**config.mk**
```make
export PLATFORM = sky130hd
export DESIGN_NAME = touch_scan_seq
export DESIGN_NICKNAME = d
export VERILOG_FILES = /design/src/rtl/tsc_pkg.sv /design/src/rtl/tsc_pen_filter.sv /design/src/rtl/tsc_spi_frame.sv /design/src/rtl/tsc_result_out.sv /design/src/rtl/touch_scan_seq.sv
export SDC_FILE = /design/constraint.sdc
export NUM_CORES = 1
export LEC_CHECK = 0
export ABC_AREA = 1
export BUFFER_PORTS_ARGS = -buffer_cell sky130_fd_sc_hd__clkbuf_2
export CAP_MARGIN = 20
export CORE_ASPECT_RATIO = 2
export CORE_MARGIN = 3
export CORE_UTILIZATION = 25
export CTS_BUF_LIST = sky130_fd_sc_hd__clkbuf_2
export DETAILED_ROUTE_END_ITERATION = 10
export PLACE_DENSITY = 0.43
export RECOVER_POWER = 25
export REMOVE_ABC_BUFFERS = 1
export SYNTH_ARGS = -nofsm -noshare
export SYNTH_HDL_FRONTEND = slang
export SYNTH_SLANG_ARGS = --single-unit
```
**constraint.sdc**
```tcl
create_clock -name clk -period 4 [get_ports clk]
set_input_delay 0.4 -clock clk [delete_from_list [all_inputs] [get_ports clk]]
set_output_delay 0.4 -clock clk [all_outputs]
set_load 0.02 [all_outputs]
```
**src/rtl/tsc_pkg.sv**
```systemverilog
// Shared definitions for the touch scan sequencer: channel order, command
// byte layout and ADC mux/power codes. Assumes a 12-bit result format.
package tsc_pkg;

    localparam int CMD_W      = 8;
    localparam int FRAME_BITS = 2 * CMD_W;
    localparam int RES_W      = 12;
    localparam int NUM_CH     = 4;

    // Channel visiting order within one scan
    typedef enum logic [1:0] {
        CH_Y  = 2'd0,
        CH_X  = 2'd1,
        CH_Z1 = 2'd2,
        CH_Z2 = 2'd3
    } chan_e;

    localparam logic [1:0] PWR_KEEP_ON  = 2'b11;  // pen interrupt masked
    localparam logic [1:0] PWR_SLEEP    = 2'b00;  // pen interrupt armed
    localparam logic       MODE_12BIT   = 1'b0;
    localparam logic       REF_DIFF     = 1'b0;

    // Mux selection for each channel
    function automatic logic [2:0] mux_code(chan_e ch);
        case (ch)
            CH_Y:    mux_code = 3'b001;
            CH_X:    mux_code = 3'b101;
            CH_Z1:   mux_code = 3'b011;
            default: mux_code = 3'b100;
        endcase
    endfunction

    // Assemble a command byte: start bit on top, power code at the bottom
    function automatic logic [CMD_W-1:0] cmd_byte(chan_e ch, logic [1:0] pwr);
        cmd_byte = {1'b1, mux_code(ch), MODE_12BIT, REF_DIFF, pwr};
    endfunction

endpackage

```
**src/rtl/tsc_pen_filter.sv**
```systemverilog
// Pen-down qualifier. Synchronizes the asynchronous active-low pen line with
// two flops and emits a one-cycle request once the synchronized level has
// been low for DEBOUNCE_CYCLES consecutive enabled cycles. The counter is
// cleared whenever the pen is high or the filter is disabled (scan running).
module tsc_pen_filter #(
    parameter int DEBOUNCE_CYCLES = 1000
) (
    input  logic clk,
    input  logic rst_n,
    input  logic enable,
    input  logic pen_n_async,
    output logic pen_req
);
    localparam int CNT_W = $clog2(DEBOUNCE_CYCLES + 1);

    logic             sync_a;
    logic             sync_b;
    logic [CNT_W-1:0] low_cnt;

    // Two-flop synchronizer, idles high (pen up)
    always_ff @(posedge clk) begin
        if (!rst_n) begin
            sync_a <= 1'b1;
            sync_b <= 1'b1;
        end else begin
            sync_a <= pen_n_async;
            sync_b <= sync_a;
        end
    end

    // Count consecutive low cycles and fire when the window is reached
    always_ff @(posedge clk) begin
        if (!rst_n) begin
            low_cnt <= '0;
            pen_req <= 1'b0;
        end else begin
            pen_req <= 1'b0;
            if (!enable || sync_b) begin
                low_cnt <= '0;
            end else if (low_cnt == CNT_W'(DEBOUNCE_CYCLES - 1)) begin
                low_cnt <= '0;
                pen_req <= 1'b1;
            end else begin
                low_cnt <= low_cnt + 1'b1;
            end
        end
    end

endmodule

```
**src/rtl/tsc_spi_frame.sv**
```systemverilog
// One 16-clock SPI conversion frame: shifts out the command byte followed by
// a zero filler byte, samples MISO on each rising sclk edge and returns the
// 12-bit result from the skewed position across the two received bytes.
// Assumes chip select is handled by the caller; sclk idles low.
module tsc_spi_frame
    import tsc_pkg::*;
#(
    parameter int SCLK_HALF = 63
) (
    input  logic             clk,
    input  logic             rst_n,
    input  logic             launch,
    input  logic [CMD_W-1:0] cmd,
    input  logic             miso,
    output logic             sclk,
    output logic             mosi,
    output logic             frame_done,
    output logic [RES_W-1:0] conv_result
);
    localparam int DIV_W = (SCLK_HALF > 1) ? $clog2(SCLK_HALF) : 1;
    localparam int BIT_W = $clog2(FRAME_BITS);

    logic                  busy;
    logic [DIV_W-1:0]      div_cnt;
    logic [BIT_W-1:0]      bit_cnt;
    logic [FRAME_BITS-1:0] tx_sh;
    logic [FRAME_BITS-2:0] rx_sh;   // first received bit is never needed

    // Frame engine: divider, edge generation, shift and sample
    always_ff @(posedge clk) begin
        if (!rst_n) begin
            busy       <= 1'b0;
            div_cnt    <= '0;
            bit_cnt    <= '0;
            tx_sh      <= '0;
            rx_sh      <= '0;
            sclk       <= 1'b0;
            frame_done <= 1'b0;
        end else begin
            frame_done <= 1'b0;
            if (launch && !busy) begin
                busy    <= 1'b1;
                tx_sh   <= {cmd, {CMD_W{1'b0}}};
                div_cnt <= '0;
                bit_cnt <= '0;
                sclk    <= 1'b0;
            end else if (busy) begin
                if (div_cnt == DIV_W'(SCLK_HALF - 1)) begin
                    div_cnt <= '0;
                    if (!sclk) begin
                        sclk  <= 1'b1;
                        rx_sh <= {rx_sh[FRAME_BITS-3:0], miso};
                    end else begin
                        sclk <= 1'b0;
                        if (bit_cnt == BIT_W'(FRAME_BITS - 1)) begin
                            busy       <= 1'b0;
                            frame_done <= 1'b1;
                        end else begin
                            bit_cnt <= bit_cnt + 1'b1;
                            tx_sh   <= {tx_sh[FRAME_BITS-2:0], 1'b0};
                        end
                    end
                end else begin
                    div_cnt <= div_cnt + 1'b1;
                end
            end
        end
    end

    // Output bit and result extraction: low 7 bits of byte one, top 5 of byte two
    always_comb begin
        mosi        = tx_sh[FRAME_BITS-1];
        conv_result = {rx_sh[FRAME_BITS-2:CMD_W], rx_sh[CMD_W-1:3]};
    end

endmodule

```
**src/rtl/tsc_result_out.sv**
```systemverilog
// Output register stage: loads a finished scan, decides the pressed flag,
// holds coordinates when the sample is not a valid touch, and keeps the set
// until the consumer accepts it. Tracks dropped requests in a sticky flag.
module tsc_result_out
    import tsc_pkg::*;
#(
    parameter int X_MIN = 64,
    parameter int X_MAX = 4031
) (
    input  logic             clk,
    input  logic             rst_n,
    input  logic             load,
    input  logic [RES_W-1:0] raw_x,
    input  logic [RES_W-1:0] raw_y,
    input  logic [RES_W-1:0] raw_z1,
    input  logic [RES_W-1:0] raw_z2,
    input  logic             drop,
    input  logic             ready,
    output logic             valid,
    output logic [RES_W-1:0] x,
    output logic [RES_W-1:0] y,
    output logic [RES_W-1:0] z1,
    output logic [RES_W-1:0] z2,
    output logic             pressed,
    output logic             done,
    output logic             ovf
);
    logic touch_ok;

    // Touch qualification on the incoming raw set
    always_comb begin
        touch_ok = (raw_z1 != '0) && (raw_x >= RES_W'(X_MIN)) && (raw_x <= RES_W'(X_MAX));
    end

    // Result registers with valid/ready hold and overflow tracking
    always_ff @(posedge clk) begin
        if (!rst_n) begin
            valid   <= 1'b0;
            x       <= '0;
            y       <= '0;
            z1      <= '0;
            z2      <= '0;
            pressed <= 1'b0;
            done    <= 1'b0;
            ovf     <= 1'b0;
        end else begin
            done <= load;
            if (load) begin
                valid   <= 1'b1;
                z1      <= raw_z1;
                z2      <= raw_z2;
                pressed <= touch_ok;
                if (touch_ok) begin
                    x <= raw_x;
                    y <= raw_y;
                end
            end else if (valid && ready) begin
                valid <= 1'b0;
                ovf   <= 1'b0;
            end
            if (drop) begin
                ovf <= 1'b1;
            end
        end
    end

endmodule

```
**src/rtl/touch_scan_seq.sv**
```systemverilog
// Touch scan sequencer top. Arbitrates start/pen requests, holds chip select
// low across four conversion frames (Y, X, Z1, Z2), chooses the power code
// per frame (last frame re-arms the pen interrupt) and hands results to the
// output stage. Assumes SYS_CLK_HZ is the real frequency of clk.
module touch_scan_seq
    import tsc_pkg::*;
#(
    parameter int SYS_CLK_HZ      = 250_000_000,
    parameter int SCLK_HALF       = 63,
    parameter int DEBOUNCE_CYCLES = 1000,
    parameter int X_MIN           = 64,
    parameter int X_MAX           = 4031
) (
    input  logic             clk,
    input  logic             rst_n,
    input  logic             start_i,
    input  logic             pen_irq_n,
    output logic             sclk,
    output logic             cs_n,
    output logic             mosi,
    input  logic             miso,
    output logic             res_valid,
    input  logic             res_ready,
    output logic [RES_W-1:0] res_x,
    output logic [RES_W-1:0] res_y,
    output logic [RES_W-1:0] res_z1,
    output logic [RES_W-1:0] res_z2,
    output logic             res_pressed,
    output logic             scan_done,
    output logic             overflow
);
    localparam int SCLK_HZ     = SYS_CLK_HZ / (2 * SCLK_HALF);
    localparam int SCLK_HZ_MAX = 2_000_000;

    // Elaboration guard on the serial clock rate
    if (SCLK_HZ > SCLK_HZ_MAX) begin : g_rate_check
        $error("sclk rate above 2.0 MHz: raise SCLK_HALF");
    end

    typedef enum logic [1:0] {
        S_IDLE,
        S_LAUNCH,
        S_WAIT,
        S_FINISH
    } state_e;

    state_e           state;
    chan_e            chan;
    logic             pen_req;
    logic             req;
    logic             frame_launch;
    logic             frame_done;
    logic [CMD_W-1:0] cmd;
    logic [RES_W-1:0] conv_result;
    logic [RES_W-1:0] slot [NUM_CH];
    logic             drop;
    logic             load;

    tsc_pen_filter #(
        .DEBOUNCE_CYCLES (DEBOUNCE_CYCLES)
    ) u_pen (
        .clk         (clk),
        .rst_n       (rst_n),
        .enable      (state == S_IDLE),
        .pen_n_async (pen_irq_n),
        .pen_req     (pen_req)
    );

    // Request arbitration and command selection
    always_comb begin
        req          = (state == S_IDLE) && (start_i || pen_req);
        drop         = req && res_valid;
        frame_launch = (state == S_LAUNCH);
        load         = (state == S_FINISH);
        cmd          = cmd_byte(chan, (chan == CH_Z2) ? PWR_SLEEP : PWR_KEEP_ON);
    end

    // Scan sequencer: chip select, channel stepping and result capture
    always_ff @(posedge clk) begin
        if (!rst_n) begin
            state <= S_IDLE;
            chan  <= CH_Y;
            cs_n  <= 1'b1;
            for (int i = 0; i < NUM_CH; i++) slot[i] <= '0;
        end else begin
            case (state)
                S_IDLE: begin
                    if (req && !res_valid) begin
                        cs_n  <= 1'b0;
                        chan  <= CH_Y;
                        state <= S_LAUNCH;
                    end
                end
                S_LAUNCH: state <= S_WAIT;
                S_WAIT: begin
                    if (frame_done) begin
                        slot[chan] <= conv_result;
                        if (chan == CH_Z2) begin
                            cs_n  <= 1'b1;
                            state <= S_FINISH;
                        end else begin
                            chan  <= chan_e'(chan + 2'd1);
                            state <= S_LAUNCH;
                        end
                    end
                end
                default: state <= S_IDLE;
            endcase
        end
    end

    tsc_spi_frame #(
        .SCLK_HALF (SCLK_HALF)
    ) u_frame (
        .clk         (clk),
        .rst_n       (rst_n),
        .launch      (frame_launch),
        .cmd         (cmd),
        .miso        (miso),
        .sclk        (sclk),
        .mosi        (mosi),
        .frame_done  (frame_done),
        .conv_result (conv_result)
    );

    tsc_result_out #(
        .X_MIN (X_MIN),
        .X_MAX (X_MAX)
    ) u_out (
        .clk     (clk),
        .rst_n   (rst_n),
        .load    (load),
        .raw_x   (slot[CH_X]),
        .raw_y   (slot[CH_Y]),
        .raw_z1  (slot[CH_Z1]),
        .raw_z2  (slot[CH_Z2]),
        .drop    (drop),
        .ready   (res_ready),
        .valid   (res_valid),
        .x       (res_x),
        .y       (res_y),
        .z1      (res_z1),
        .z2      (res_z2),
        .pressed (res_pressed),
        .done    (scan_done),
        .ovf     (overflow)
    );

endmodule

```
== After elaboration in Yosys (flattened, before gate mapping) ==
Memories as Yosys holds them, arrays and structs flattened. A register that Yosys moved wholly into a read port is not among the register bits.
Cells that the tools add are included.

* $add $sub $neg: 4
* Order comparisons: 2
* Eq/ne operators: 15
* Muxes and demuxes: 40
* Bitwise logic cells: 6
* Reductions and logical operators: 37

{| class="wikitable"
|+ Operators by type and width
! operator !! count
|-
| $mux 16 || 5
|-
| $mux 1 || 21
|-
| $reduce_and 4->1 || 5
|-
| $mux 2 || 8
|-
| $ge 12x7->1 const B || 1
|-
| $le 12x12->1 const B || 1
|-
| $mux 12 || 1
|-
| $reduce_bool 12->1 || 1
|-
| $reduce_bool 2->1 || 6
|-
| $reduce_or 12->1 || 1
|-
| $add 10x1->10 const B || 1
|-
| $eq 10x10->1 const B || 1
|-
| $pmux 3 s3 || 1
|-
| $eq 2x2->1 const B || 4
|-
| $ne 2x2->1 const B || 4
|-
| $reduce_and 2->1 || 4
|-
| $logic_and 1x1->1 || 7
|-
| $add 6x1->6 const B || 1
|-
| $eq 6x6->1 const B || 1
|-
| $mux 6 || 1
|-
| $not 1->1 || 6
|-
| $pmux 2 s3 || 1
|-
| $logic_not 1->1 || 5
|-
| $reduce_or 5->1 || 1
|-
| other kinds (11) || 16
|}

* Register bits after elaboration: 82
* Bits in writable memories: 48
* Bits of input ports: 6
* Memories kept: 1

{| class="wikitable"
|+ Memories
! name !! depth !! bits a word !! read ports !! clocked after memory_dff !! wr ports !! RTL line !! text
|-
| slot || 4 || 12 || 4 || 2 || 4 || touch_scan_seq.sv:55 || <nowiki>logic [RES_W-1:0] slot [NUM_CH];</nowiki>
|}

== Longest topological paths before layout ==
Gate-level depths: netlist of run 1.

* Depth in word-level cells: 6
* Mapped depth: 10
* Gate-level depth less buffers: 10

== Modules after synthesis ==
A second synthesis of run 1 with hierarchy kept.

* Cells, all modules: 772
* Area total of the unflattened synthesis: 6502.5 µm²

{| class="wikitable"
|+ By module, submodules not included
! module !! times used !! cells an instance !! area an instance (µm²) !! sequential area each (µm²)
|-
| touch_scan_seq || 1 || 183 || 2162.1 || 1541.5
|-
| tsc_result_out || 1 || 293 || 2042.0 || 1041.0
|-
| tsc_spi_frame || 1 || 223 || 1729.2 || 720.7
|-
| tsc_pen_filter || 1 || 73 || 569.3 || 260.2
|}

== Worst setup path after synthesis of run 1 ==
Ideal clock, no wire load.

* Path type: register to register
* Start: reg state[1]
* End: mem slot[3][0], enable pin
* Setup time: 0.400 ns
* Data arrival time: 1.611 ns
* Slack: 1.988 ns
* Cell stages (with the launch flop): 5
* Path buffers: 0
* Clock period less this slack: 2.012 ns
* Cell sequence: dfxtp_1 > inv_2 > nor2_2 > nand2_2 > o31ai_1

{| class="wikitable"
|+ RTL lines
! element !! RTL line !! text
|-
| start, declared || touch_scan_seq.sv:47 || <nowiki>state_e state;</nowiki>
|-
| start signal, assigned || touch_scan_seq.sv:81 || <nowiki>state <= S_IDLE;</nowiki>
|-
| start signal, assigned || touch_scan_seq.sv:91 || <nowiki>state <= S_LAUNCH;</nowiki>
|-
| start signal, assigned || touch_scan_seq.sv:94 || <nowiki>S_LAUNCH: state <= S_WAIT;</nowiki>
|-
| end, declared || touch_scan_seq.sv:55 ||
|}

== Final worst setup path of run 1 ==
* Start: reg state[1]
* End: reg u_out.x[10]

* Cells in the longest elaborated chain, start to end: 2

{| class="wikitable"
|+ Ends and longest elaborated chain
! element !! RTL line !! text
|-
| $eq 2x2->1 || touch_scan_seq.sv:74 || <nowiki>load = (state == S_FINISH);</nowiki>
|-
| $reduce_and 2->1 (no line) || - ||
|-
| end signal, assigned || tsc_result_out.sv:54 || <nowiki>x <= raw_x;</nowiki>
|-
| end, declared || tsc_result_out.sv:20 || <nowiki>output logic [RES_W-1:0] x,</nowiki>
|}

Every way passes these cells.
A chain may end at the register's enable or synchronous reset.

==> out/qor.yml, run 1 <==
status:
  outcome: "finished clean"
final_layout:
  synthToLayoutAreaGrowth_pct: 14.9
  final_nets: 786
  fillers: 2579
  final_cells: 1069
  postLayoutCellArea_mm2: 0.00692
  drive_above_1_share: 0.135
timing:
  fmax_mhz: 361
  hold_viol: 0
  finalCritPeriodShare: 0.692
  tns_ns: 0
  max_slew_margin: 0.205
  slew_violations: 0
  worst_slew_pin_slew_ns: 1.19
  rsz0062_at_grt: "no"
  whs_ns: 0.381
  clock_skew_ns: 0.0462
  setup_viol: 0
  post-route-min-period_ns: 2.77
  final.setup.worst_slack_ns: 1.23
detailed_routing:
  drt_iter0_drc: 129
  remaining_drc_errors: 0
  vias: 4557
  routed_wl_um: 14400
  wl_per_cell_um: 13.4
  viasPerCell: 4.26
  final_antenna_net_count: 0
  first_pass_iters: 4
placement:
  post-place-ws_ns: 1.62
  dpl.cell_count: 1030
  placed_cell_area_mm2: 0.00659
  portBuffers: 60
  dp_hpwl_um: 10000
  gp_congestion: 0.730
cts:
  numCtsBuffers: 17
  clockRootBuffer: "clkbuf_2"
  clk_latency_ns: 0.76
  clk_path_buf_depth: 2
  cts_sinks: 154
  h-tree-depth: 4
  cts_tree: "built"
  cts_resized: 0
  path_clk_slew_ns: 0.21
  cts_setup_buffers: 0
critical_path:
  worstPathMaxFanout: 46
  regToRegSetupSlack_ns: 1.23
  crit_buf_inv: 3
  crit_chain: "nand2_1 > clkbuf_1 > inv_2 > nand2_1 > inv_2 > nand3_4 > nand2_1 > nand2_1 > nor2_1"
  cp.required_ns: 4.64
  crit_path_end_kind: "flip-flop"
  critPathArrivalTime_ns: 3.40
  crit_slowest_cell: "clkbuf_1"
  rr_startpoint: "state[1]"
  crit_top_cell: "nand2_1"
  worstSetupPathType: "reg2reg"
  crit_start: "state[1]"
  reg2reg_depth: 9
  r2r_end: "u_out.x[10]"
  slowest_delay_ns: 0.87
  startpoint_type: "flip-flop"
  path_delay_family: "buffers and inverters"
min_path:
  hp-start: "pen_irq_n"
  holdCritPathClass: "in2reg"
  hold_end: "u_pen.sync_a"
  holdPathStages: 3
synthesis:
  ys_types: 33
  ys_warn_count: 0
  ys_ff_latch: 154
  postSynthCellCount: 710
  syn_area_mm2: 0.00602
  avgSynthCellArea_um2: 8.49
  ys_seq_area_frac: 0.591
die:
  core.rowCount: 79
  start_util: 0.256
  pin_count: 61
  die_y_um: 226
  die_w_um: 116
  core_mm2: 0.0235
  dieArea_mm2: 0.0261
job:
  cap_violations: 0
power_and_ir_drop:
  ir_drop_v: 0.000129
  p_leak_nw: 2.75
  p_per_area_mw_per_mm2: 433
global_routing:
  grt_pass1_vias: 4507
  antenna_found_initial: 1
  grt_remaining_overflow: 0
  grt_max_degree: 73
  track_usage: 0.116
  grt_pass1_wl_um: 23100
-- layout make-up --
type	instances	area [um^2]	area share
flip-flops and latches	154	3560	0.515
repair buffers	70	385	0.0557
diodes	1	2.50	0.000361
inverters	81	304	0.0439
multi-input cells	448	2020	0.292
clock inverters	14	201	0.0291
well taps	283	354	0.0511
clock buffers	18	90.1	0.0130
-- cell families (layout without fill, tap and decap cells) --
group                    after synthesis  after routing  synth area share
XOR/XNOR                               4              4           0.00582
AO/OA/AOI/OAI                         94             94            0.0806
other                                  0              1                 0
adder cells (fa/ha/maj)                8              8            0.0166
buffers and inverters                108            183            0.0702
AND/OR/NAND/NOR                      342            342             0.235
flip-flops                           154            154             0.591
-- tightest hold or removal path: stages --
cell and delay [ns]:
dlygate4sd3_1 0.52, clkbuf_2 0.10, or2_2 0.09
-- stage by stage --
stage                     power [W]   util
after floorplan             0.00191      -
after global placement      0.00201  0.280
after detailed placement    0.00201  0.280
after CTS                   0.00307  0.295
after global routing        0.00317  0.294
final                       0.00300  0.294
-- registers in the layout, summed over array words and instances, names as in the netlist, 2 cells and up --
register and flops:
u_out.z2 12, u_pen.low_cnt 10, u_frame.rx_sh 15, u_frame.tx_sh 8, state 2, u_out.x 12
u_out.y 12, u_out.z1 12, u_frame.bit_cnt 4, u_frame.div_cnt 6, slot 48, chan 2
-- cell usage after synthesis --
cell type | instances | area share
o21ai_0 | 53 | 0.044
xnor2_1 | 3 | 0.0044
nor3_1 | 23 | 0.019
nand2_2 | 5 | 0.0052
xor2_1 | 1 | 0.0015
a21oi_1 | 33 | 0.027
or2_2 | 2 | 0.0021
edfxtp_1 | 48 | 0.24
inv_1 | 74 | 0.046
nand3_1 | 18 | 0.015
clkbuf_1 | 14 | 0.0087
o22ai_1 | 2 | 0.0021
nand2_1 | 101 | 0.063
nor2_2 | 4 | 0.0042
nand4_1 | 1 | 0.0010
ha_1 | 8 | 0.017
nand3_2 | 1 | 0.0017
a221oi_1 | 1 | 0.0015
nor2_4 | 1 | 0.0019
o21ai_1 | 1 | 0.00083
a31oi_1 | 1 | 0.0010
nor2_1 | 180 | 0.11
inv_2 | 7 | 0.0044
buf_4 | 2 | 0.0025
dfxtp_1 | 106 | 0.35
nor3b_1 | 2 | 0.0025
o31ai_1 | 1 | 0.0012
buf_1 | 3 | 0.0019
nand3_4 | 1 | 0.0029
a211oi_1 | 2 | 0.0025
nor4_1 | 2 | 0.0021
buf_2 | 8 | 0.0066
nor3_4 | 1 | 0.0027
-- how the worst max path moves through the flow --
stage | depth (start not counted) | endpoint | slack (ns)
2_1_floorplan | 4 | slot[2][0] | 1.92
3_5_place_dp | 7 | slot[1][0] | 1.62
3_3_place_gp | 7 | slot[1][0] | 1.64
5_1_grt | 9 | u_out.y[7] | 0.81
6_report | 9 | u_out.x[10] | 1.23
4_1_cts | 8 | slot[1][0] | 1.74
-- layer usage --
metal  wire [um]  share of wire  GRT usage  vias up
met3         475          0.033     0.0328       15
met2        8010           0.56      0.219       54
li1            -              -          -     2382
met1        5450           0.38      0.113     2106
met4         418          0.029     0.0547        0
met5           0              0          0        -
-- repair_timing --
| item | CTS | global route |
|---|---|---|
| setup endpoints to repair | 0 | 0 |
| hold buffers | 6 | 0 |
| hold endpoints to repair | 11 | 0 |
-- power breakdown --
part	internal [W]	leakage, nW	switching (W)
Clock	0.000468	0.161	0.000560
Combinational	0.0000806	1.25	0.000174
Sequential	0.00167	1.34	0.0000441
Total	0.00222	2.75	0.000778
-- placed cells by master (no fill, tap or decap), drive strengths merged --
cell type | synthesis | layout
nand2 | 106 | 106
a221oi | 1 | 1
nand4 | 1 | 1
xor2 | 1 | 1
o22ai | 2 | 2
diode | 0 | 1
a211oi | 2 | 2
inv | 81 | 82
clkbuf | 14 | 79
nor4 | 2 | 2
a21oi | 33 | 33
nor3 | 24 | 24
or2 | 2 | 2
buf | 13 | 3
nand3 | 20 | 20
clkinv | 0 | 5
a31oi | 1 | 1
dlygate4sd3 | 0 | 6
o21ai | 54 | 54
xnor2 | 3 | 3
edfxtp | 48 | 48
ha | 8 | 8
nor3b | 2 | 2
bufinv | 0 | 5
o31ai | 1 | 1
clkinvlp | 0 | 3
dfxtp | 106 | 106
nor2 | 185 | 185
Note: power is estimated with default switching activity, not from simulation.
==> run 2: changes to the inputs <==
Clock period 4 ns to 2.67 ns, I/O delays scaled along.
==> run 2 against run 1 <==
Utilization about the same. Routed wire length rose by 1.3%. Highest routed layer unchanged. Sequential power rose by 49%. Cell area is essentially flat. Non-clock buffer count is 4 higher. Register-to-register slack got worse by 0.80 ns. Largest power group unchanged.
==> out/qor.yml, run 2 (same netlist as run 1, synthesis figures left out) <==
final_layout:
  regMostFlops: "slot"
  reg_top3: "slot (48), u_frame.rx_sh (15)"
  final_common_cell: "nor2_1"
  synthToLayoutAreaGrowth_pct: 14.9
  final_cell_mix: "nor2_1 (181), dfxtp_1 (106), nand2_1 (102)"
  largest_reg_flops: 48
  final_nets: 790
  drive_above_1_share: 0.137
timing:
  finalCritPeriodShare: 0.838
  clock_skew_ns: 0.0348
  hold_viol: 0
  setup_viol: 0
  slew_violations: 0
  max_slew_margin: 0.271
  fmax_mhz: 447
  rsz0062_at_grt: "no"
  post-route-min-period_ns: 2.24
  worst_slew_pin_slew_ns: 1.09
  tns_ns: 0
critical_path:
  rr_startpoint: "state[1]"
  worstPathMaxFanout: 25
  regToRegSetupSlack_ns: 0.43
  critPathArrivalTime_ns: 2.61
  cp.required_ns: 3.05
  crit_path_end_kind: "flip-flop"
  r2r_end: "slot[1][1]"
  worstSetupPathType: "reg2reg"
  startpoint_type: "flip-flop"
  reg2reg_depth: 8
global_routing:
  grt_pass1_vias: 4469
  grt_max_degree: 73
  grt_remaining_overflow: 0
  antenna_found_initial: 1
  grt_pass1_wl_um: 22800
  track_usage: 0.116
cts:
  clockRootBuffer: "clkbuf_2"
  cts_sinks: 154
  h-tree-depth: 4
  clk_path_buf_depth: 2
  clk_latency_ns: 0.74
  numCtsBuffers: 17
  path_clk_slew_ns: 0.22
  cts_tree: "built"
  cts_resized: 0
die:
  core_mm2: 0.0235
  start_util: 0.256
  dieArea_mm2: 0.0261
  core.rowCount: 79
  pin_count: 61
  die_y_um: 226
  die_w_um: 116
detailed_routing:
  wl_per_cell_um: 13.6
  first_pass_iters: 4
  remaining_drc_errors: 0
  vias: 4546
  viasPerCell: 4.24
  final_antenna_net_count: 0
  drt_iter0_drc: 163
  routed_wl_um: 14500
placement:
  gp_congestion: 0.731
  dp_hpwl_um: 10300
  portBuffers: 60
power_and_ir_drop:
  total_power_w: 0.00441
  ir_drop_v: 0.000202
  p_leak_nw: 2.77
  p_per_area_mw_per_mm2: 637
min_path:
  hold_end: "u_frame.rx_sh[0]"
  holdCritPathClass: "in2reg"
  holdPathStages: 4
  hp-start: "miso"
job:
  cap_violations: 0
status:
  outcome: "finished clean"
## run 2: changes by cell type in the layout (fill, tap and decap cells not counted)
cell and delta:
clkinv_2 +6, clkbuf_2 -1, clkinvlp_4 -3, clkbuf_1 +2, bufinv_16 -1, dlygate4sd3_1 +2
clkinv_1 -2, clkinv_4 +1
## run 2: how the worst max path moves through the flow
stage,endpoint,slack (ns),cells after the start,from
global placement,slot[1][2],0.65,8,state[1]
floorplan,slot[2][0],0.59,4,chan[1]
detailed placement,slot[1][3],0.59,8,state[1]
finish,slot[1][1],0.43,8,state[1]
global route,u_frame.rx_sh[9],0.21,6,u_frame.div_cnt[1]
CTS,slot[1][1],0.53,8,state[1]
## run 2: where the power goes
part	internal [W]	total, W	leakage [nW]	switching (W)
combinational	0.000124	0.000392	1.26	0.000268
clock	0.000603	0.00144	0.166	0.000840
sequential	0.00251	0.00257	1.34	0.0000658
## run 2: cell type report
class	count	area, um^2
inverters	81	304
clock buffers	17	85.1
well taps	283	354
diodes	1	2.50
clock inverters	15	180
multi-input cells	448	2020
repair buffers	74	413
flip-flops and latches	154	3560
fillers	2609	16600
## run 2: per-stage QoR
stage | setup WS, ns | utilization | instance area (um^2) | std cells | hold WS (ns)
CTS | 0.531 | 0.295 | 6950 | 1072 | 0.306
floorplan | 0.587 | - | 5910 | 683 | 0.351
detailed placement | 0.591 | 0.281 | 6610 | 1032 | 0.399
global placement | 0.645 | 0.281 | 6610 | 1032 | 0.395
global route | 0.212 | 0.294 | 6920 | 1073 | 0.308
finish | 0.433 | 0.294 | 6920 | 1073 | 0.384
## run 2: worst max-delay path, cell delays in order (launching register included)
cell and delay, ns:
dfxtp_1 0.43, inv_1 0.10, nor2_1 0.17, nand2_1 0.14, nor2_2 0.12, inv_2 0.17
nor2_4 0.15, nand2_2 0.16, nand2_1 0.44
## run 2: per-layer routing
metal | vias to the layer above | GRT usage | wire, um
li1 | 2388 | - | -
met1 | 2087 | 0.112 | 5360
met2 | 53 | 0.222 | 8360
met3 | 18 | 0.0344 | 478
met4 | 0 | 0.0476 | 339
met5 | - | 0 | 0
## run 2: what timing repair did
action | 4_1_cts | 5_1_grt
hold buffers | 8 | 0
hold endpoints to repair | 17 | 0
setup buffers | 0 | 0
